**config.mk**
```make
export PLATFORM = sky130hd
export DESIGN_NAME = kbd_input_port
export DESIGN_NICKNAME = d
export VERILOG_FILES = /design/src/rtl/kbd_port_pkg.sv /design/src/rtl/kbd_addr_decode.sv /design/src/rtl/kbd_key_latch.sv /design/src/rtl/kbd_read_mux.sv /design/src/rtl/kbd_input_port.sv
export SDC_FILE = /design/constraint.sdc
export NUM_CORES = 1
export LEC_CHECK = 0
export ABC_CLOCK_PERIOD_IN_PS = 1200
export BUFFER_PORTS_ARGS = -buffer_cell sky130_fd_sc_hd__buf_4
export CORE_AREA = 2 2 39 41
export DETAILED_ROUTE_END_ITERATION = 8
export DIE_AREA = 0 0 41 43
export PLACE_DENSITY = 0.7
export SYNTH_ARGS = -nofsm -noshare
export SYNTH_HDL_FRONTEND = slang
export SYNTH_SLANG_ARGS = --single-unit
```
**constraint.sdc**
```tcl
create_clock -name clk -period 1.2 [get_ports clk]
set_input_delay 0.12 -clock clk [delete_from_list [all_inputs] [get_ports clk]]
set_output_delay 0.12 -clock clk [all_outputs]
set_load 0.01 [all_outputs]
```
**src/rtl/kbd_port_pkg.sv**
```systemverilog
package kbd_port_pkg;
    localparam int KEY_W = 7;

    typedef struct packed {
        logic             ready;
        logic [KEY_W-1:0] code;
    } key_byte_t;
endpackage

```
**src/rtl/kbd_addr_decode.sv**
```systemverilog
module kbd_addr_decode #(
    parameter int              ADDR_W      = 16,
    parameter logic [ADDR_W-1:0] WIN_LO      = 16'hC000,
    parameter logic [ADDR_W-1:0] WIN_HI      = 16'hCFFF,
    parameter logic [ADDR_W-1:0] DATA_ADDR   = 16'hC000,
    parameter logic [ADDR_W-1:0] STROBE_ADDR = 16'hC010
) (
    input  logic [ADDR_W-1:0] addr,
    output logic              in_window,
    output logic              hit_data,
    output logic              hit_strobe
);
    always_comb begin
        in_window  = (addr >= WIN_LO) && (addr <= WIN_HI);
        hit_data   = in_window && (addr == DATA_ADDR);
        hit_strobe = in_window && (addr == STROBE_ADDR);
    end
endmodule

```
**src/rtl/kbd_key_latch.sv**
```systemverilog
module kbd_key_latch
    import kbd_port_pkg::*;
(
    input  logic             clk,
    input  logic             rst,
    input  logic             key_valid,
    input  logic [KEY_W-1:0] key_code,
    input  logic             clear_req,
    output key_byte_t        latch_q
);
    typedef struct packed {
        key_byte_t latch;
    } state_t;

    state_t state_d, state_q;

    always_comb begin
        state_d = state_q;
        if (key_valid) begin
            state_d.latch.ready = 1'b1;
            state_d.latch.code  = key_code;
        end else if (clear_req) begin
            state_d.latch.ready = 1'b0;
        end
    end

    always_ff @(posedge clk) begin
        if (rst) state_q <= '0;
        else     state_q <= state_d;
    end

    assign latch_q = state_q.latch;

    assert_key_sets_flag_R2: assert property (@(posedge clk) disable iff (rst)
        key_valid |=> latch_q.ready && (latch_q.code == $past(key_code)));

    // key has priority over the clear
    assert_key_beats_clear_R6: assert property (@(posedge clk) disable iff (rst)
        (key_valid && clear_req) |=> latch_q.ready);

    assert_clear_keeps_code_R4: assert property (@(posedge clk) disable iff (rst)
        (clear_req && !key_valid) |=> !latch_q.ready && $stable(latch_q.code));

    assert_idle_holds_R3: assert property (@(posedge clk) disable iff (rst)
        (!clear_req && !key_valid) |=> $stable(latch_q));
endmodule

```
**src/rtl/kbd_read_mux.sv**
```systemverilog
module kbd_read_mux
    import kbd_port_pkg::*;
#(
    parameter int DATA_W = 8
) (
    input  logic              rd_en,
    input  logic              hit_data,
    input  logic              hit_strobe,
    input  key_byte_t         latch_q,
    output logic [DATA_W-1:0] rd_data
);
    always_comb begin
        rd_data = '0;
        if (rd_en) begin
            if (hit_data)        rd_data = latch_q;
            else if (hit_strobe) rd_data = {1'b0, latch_q.code};
        end
    end
endmodule

```
**src/rtl/kbd_input_port.sv**
```systemverilog
module kbd_input_port
    import kbd_port_pkg::*;
#(
    parameter int ADDR_W = 16,
    parameter int DATA_W = 8
) (
    input  logic              clk,
    input  logic              rst,
    input  logic              key_valid,
    input  logic [KEY_W-1:0]  key_code,
    input  logic [ADDR_W-1:0] bus_addr,
    input  logic              bus_rd,
    input  logic              bus_wr,
    output logic [DATA_W-1:0] rd_data,
    output logic              in_io_window
);
    localparam logic [ADDR_W-1:0] DATA_ADDR   = ADDR_W'(16'hC000);
    localparam logic [ADDR_W-1:0] STROBE_ADDR = ADDR_W'(16'hC010);

    logic      hit_data, hit_strobe, rd_en;
    key_byte_t latch_q;

    assign rd_en = bus_rd && !bus_wr;

    kbd_addr_decode #(
        .ADDR_W(ADDR_W), .WIN_LO(ADDR_W'(16'hC000)), .WIN_HI(ADDR_W'(16'hCFFF)),
        .DATA_ADDR(DATA_ADDR), .STROBE_ADDR(STROBE_ADDR)
    ) i_dec (
        .addr(bus_addr), .in_window(in_io_window),
        .hit_data(hit_data), .hit_strobe(hit_strobe)
    );

    kbd_key_latch i_latch (
        .clk(clk), .rst(rst), .key_valid(key_valid), .key_code(key_code),
        .clear_req(rd_en && hit_strobe), .latch_q(latch_q)
    );

    kbd_read_mux #(.DATA_W(DATA_W)) i_mux (
        .rd_en(rd_en), .hit_data(hit_data), .hit_strobe(hit_strobe),
        .latch_q(latch_q), .rd_data(rd_data)
    );

    assert_strobe_read_flag_low_R4: assert property (@(posedge clk) disable iff (rst)
        (bus_rd && !bus_wr && bus_addr == STROBE_ADDR) |-> !rd_data[DATA_W-1]);

    assert_write_keeps_latch_R9: assert property (@(posedge clk) disable iff (rst)
        (bus_wr && !key_valid) |=> $stable(latch_q));

    assert_out_window_zero_R8: assert property (@(posedge clk) disable iff (rst)
        !in_io_window |-> (rd_data == '0));
endmodule

```
==> flow_summary.yaml <==
run_status:
  status: "complete, but fails checks"
  violations: "setup timing"
yosys:
  ys_seq_area_share_pct: 37.54
  synth_ff_type: "dfxtp_1"
  syn_nets: 78
  avgSynthCellArea_um2: 8.533
  synth_async_sr_flop_share_pct: 0
  synthCells: 50
  yosys_register_bits: 8
  synth_edf_count: 0
  yosys_warnings: 0
  syn_area_um2: 426.7
  synth_cell_type_count: 14
timing:
  relSlewSlack_pct: 83.78
  final_hold_viol_count: 0
  finalClockSkew_ns: 0
  finalSetupViolCount: 3
  slew_viol_final: 0
  min_period_over_period_pct: 101.7
  whs_ns: 0.09548
  worst_pin_slew_ns: 0.2415
  fin_tns_setup_ns: -0.04393
  rsz0062_at_grt: "true"
  fin_crit_ns: 1.221
  setup_ws_ns: -0.02055
  clock.fmax_mhz: 819.3
worst_setup_path:
  crit_end: "rd_data[7]"
  worstSetupEndpointType: "output pin"
  cp_max_fo: 5
  slowest_delay_ns: 0.30
  r2r_cells: 3
  critical_path_required_ns: 1.08
  r2r_setup_slack_ns: 0.58
  critical_path_buf_inv_count: 2
  worst-setup-path-type: "input port to output pin"
  cp.depth: 5
  crit_family: "simple AND/OR/NAND/NOR gates"
  reg2reg_from: "i_latch.latch_q[7]"
  critical_path.slowest_cell: "nor4_4"
  crit_path_start_kind: "input port"
  cp.arrival_ns: 1.10
  crit_chain: "buf_6 -> nor4_4 -> nand3_2 -> nor4b_2 -> buf_4"
  startpoint: "bus_addr[10]"
  r2r-end: "i_latch.latch_q[7]"
global_routing:
  grt_util_all_layers_pct: 13.80
  grt_max_degree: 10
  grt_pass1_wl_um: 1642
  grt_antenna_before_repair: 0
  first_global_vias: 428
  grt_overflow: 0
floorplanning:
  die_w_um: 41
  start_util_pct: 30.83
  dieArea_um2: 1763
  num_io_pins: 37
  rows: 14
  die_h_um: 43
  core_area_um2: 1384
layout:
  design_area_um2: 794.5
  largest_register_ffs: 8
  drive_gt1_share_pct: 56.18
  n_antenna_cell: 0
  seqCellArea_um2: 160.2
  syn_to_final_growth_pct: 86.22
  multi_input_area_um2: 276.5
  num-nets-final: 119
  fill_cells: 135
  instances_no_fill: 105
pwr:
  p_int_mw: 0.4825
  p_sw_share_pct: 22.91
  p_leak_nw: 0.3635
  power.density_nw_per_um2: 787.7
  p_seq_share_pct: 46.3
  vdd_ir_drop_max_v: 0.0006124
  p_sw_mw: 0.1434
  power_frac_comb_pct: 21.3
  power_frac_clock_pct: 32.5
placement:
  dp.cells: 101
  dpl.hpwl_um: 853.7
  placed_area_um2: 715.7
  gp_congestion: 0.6806
  portBuffers: 36
clock_tree:
  clock_sinks: 8
  cts_tree: "built"
  cts_buffers: 3
  clk_pin_slew_worst_paths_ns: 0.05
  cts_root_buf: "clkbuf_4"
  cts_setup_buffers: 0
  cts-htree-levels: 1
  cts_max_path_buffers: 2
  clk_latency_ns: 0.25
min_path:
  hold_class: "input port to flip-flop"
detailed_routing:
  drc: 0
  routed_via_density: 4.648
  drtAntennaViolNets: 0
  drt_first_pass_iters: 4
  finalWirelength_um: 1153
  wire_per_inst_um: 10.98
  drt_iter0_markers: 4
  via_count: 488
job:
  maxCapViolCount: 0
## per-stage QoR
stage               worst slack (ns)  utilization, %  total power, mW
floorplan                    0.09588               -           0.3402
global placement            -0.09186           51.72           0.4139
detailed placement          -0.09314           51.72           0.4162
CTS                         -0.05215           56.24           0.6307
global route                 -0.1127           57.41           0.6557
finish                      -0.02055           57.41           0.6259
## final cells by class
class,instances,area share [%]
flip-flops and latches,8,20.16
inverters,7,3.307
clock buffers,3,2.835
multi-input cells,34,34.80
repair buffers,37,36.38
well taps,16,2.520
## power groups by stage
stage	combinational (mW)	sequential (mW)	clock, mW
5_1_grt	0.147	0.291	0.217
6_report	0.133	0.290	0.203
3_5_place_dp	0.121	0.295	0
3_3_place_gp	0.119	0.295	0
4_1_cts	0.133	0.290	0.208
2_1_floorplan	0.0467	0.293	0
## cell families (layout without fill, tap and decap cells)
kind of cell | Yosys count | count (layout) | share of synthesized area (%)
flip-flops | 8 | 8 | 37.54
buffers and inverters | 9 | 47 | 8.210
AO/OA/AOI/OAI | 1 | 1 | 2.053
multiplexers | 7 | 7 | 16.42
AND/OR/NAND/NOR | 25 | 26 | 35.78
## how the worst min path moves through the flow
stage	from	end	slack (ns)	cells past startpoint
final	rst	i_latch.latch_q[2]	0.1	2
after global routing	rst	i_latch.latch_q[5]	0.11	2
after CTS	rst	i_latch.latch_q[5]	0.1	2
after detailed placement	key_code[5]	i_latch.latch_q[5]	0.36	3
after global placement	key_code[5]	i_latch.latch_q[5]	0.35	3
after floorplan	key_code[0]	i_latch.latch_q[0]	0.27	2
## Yosys cell counts (2+ instances only)
library cell | count | area (um2)
dfxtp_1 | 8 | 160.2
inv_1 | 7 | 26.28
mux2i_1 | 7 | 70.07
nor2_1 | 10 | 37.54
nor3_1 | 8 | 40.04
nor4b_2 | 2 | 30.03
## layer usage
layer / vias to the layer above / routed length (um) / global-route usage (%)
li1: 249 / - / -
met3: 2 / 205 / 4.188
met5: - / 0 / 0
met1: 203 / 450 / 18.83
met4: 0 / 19 / 8.000
met2: 34 / 477 / 18.44
## timing repair
action	CTS	global route
gates resized for setup	6	4
hold buffers	0	0
endpoints found under the setup margin	8	8
gates cloned	1	0
pin swaps	1	0
## cell usage in the layout (no fill, tap or decap), drive strengths merged
cell,n
buf,37
nor2,10
dfxtp,8
nor3,8
inv,7
mux2i,7
clkbuf,3
nor4b,2
nand3,2
and4bb,1
nand2,1
nor4,1
nand2b,1
o31a,1
Power figures use the tool's default switching activity.
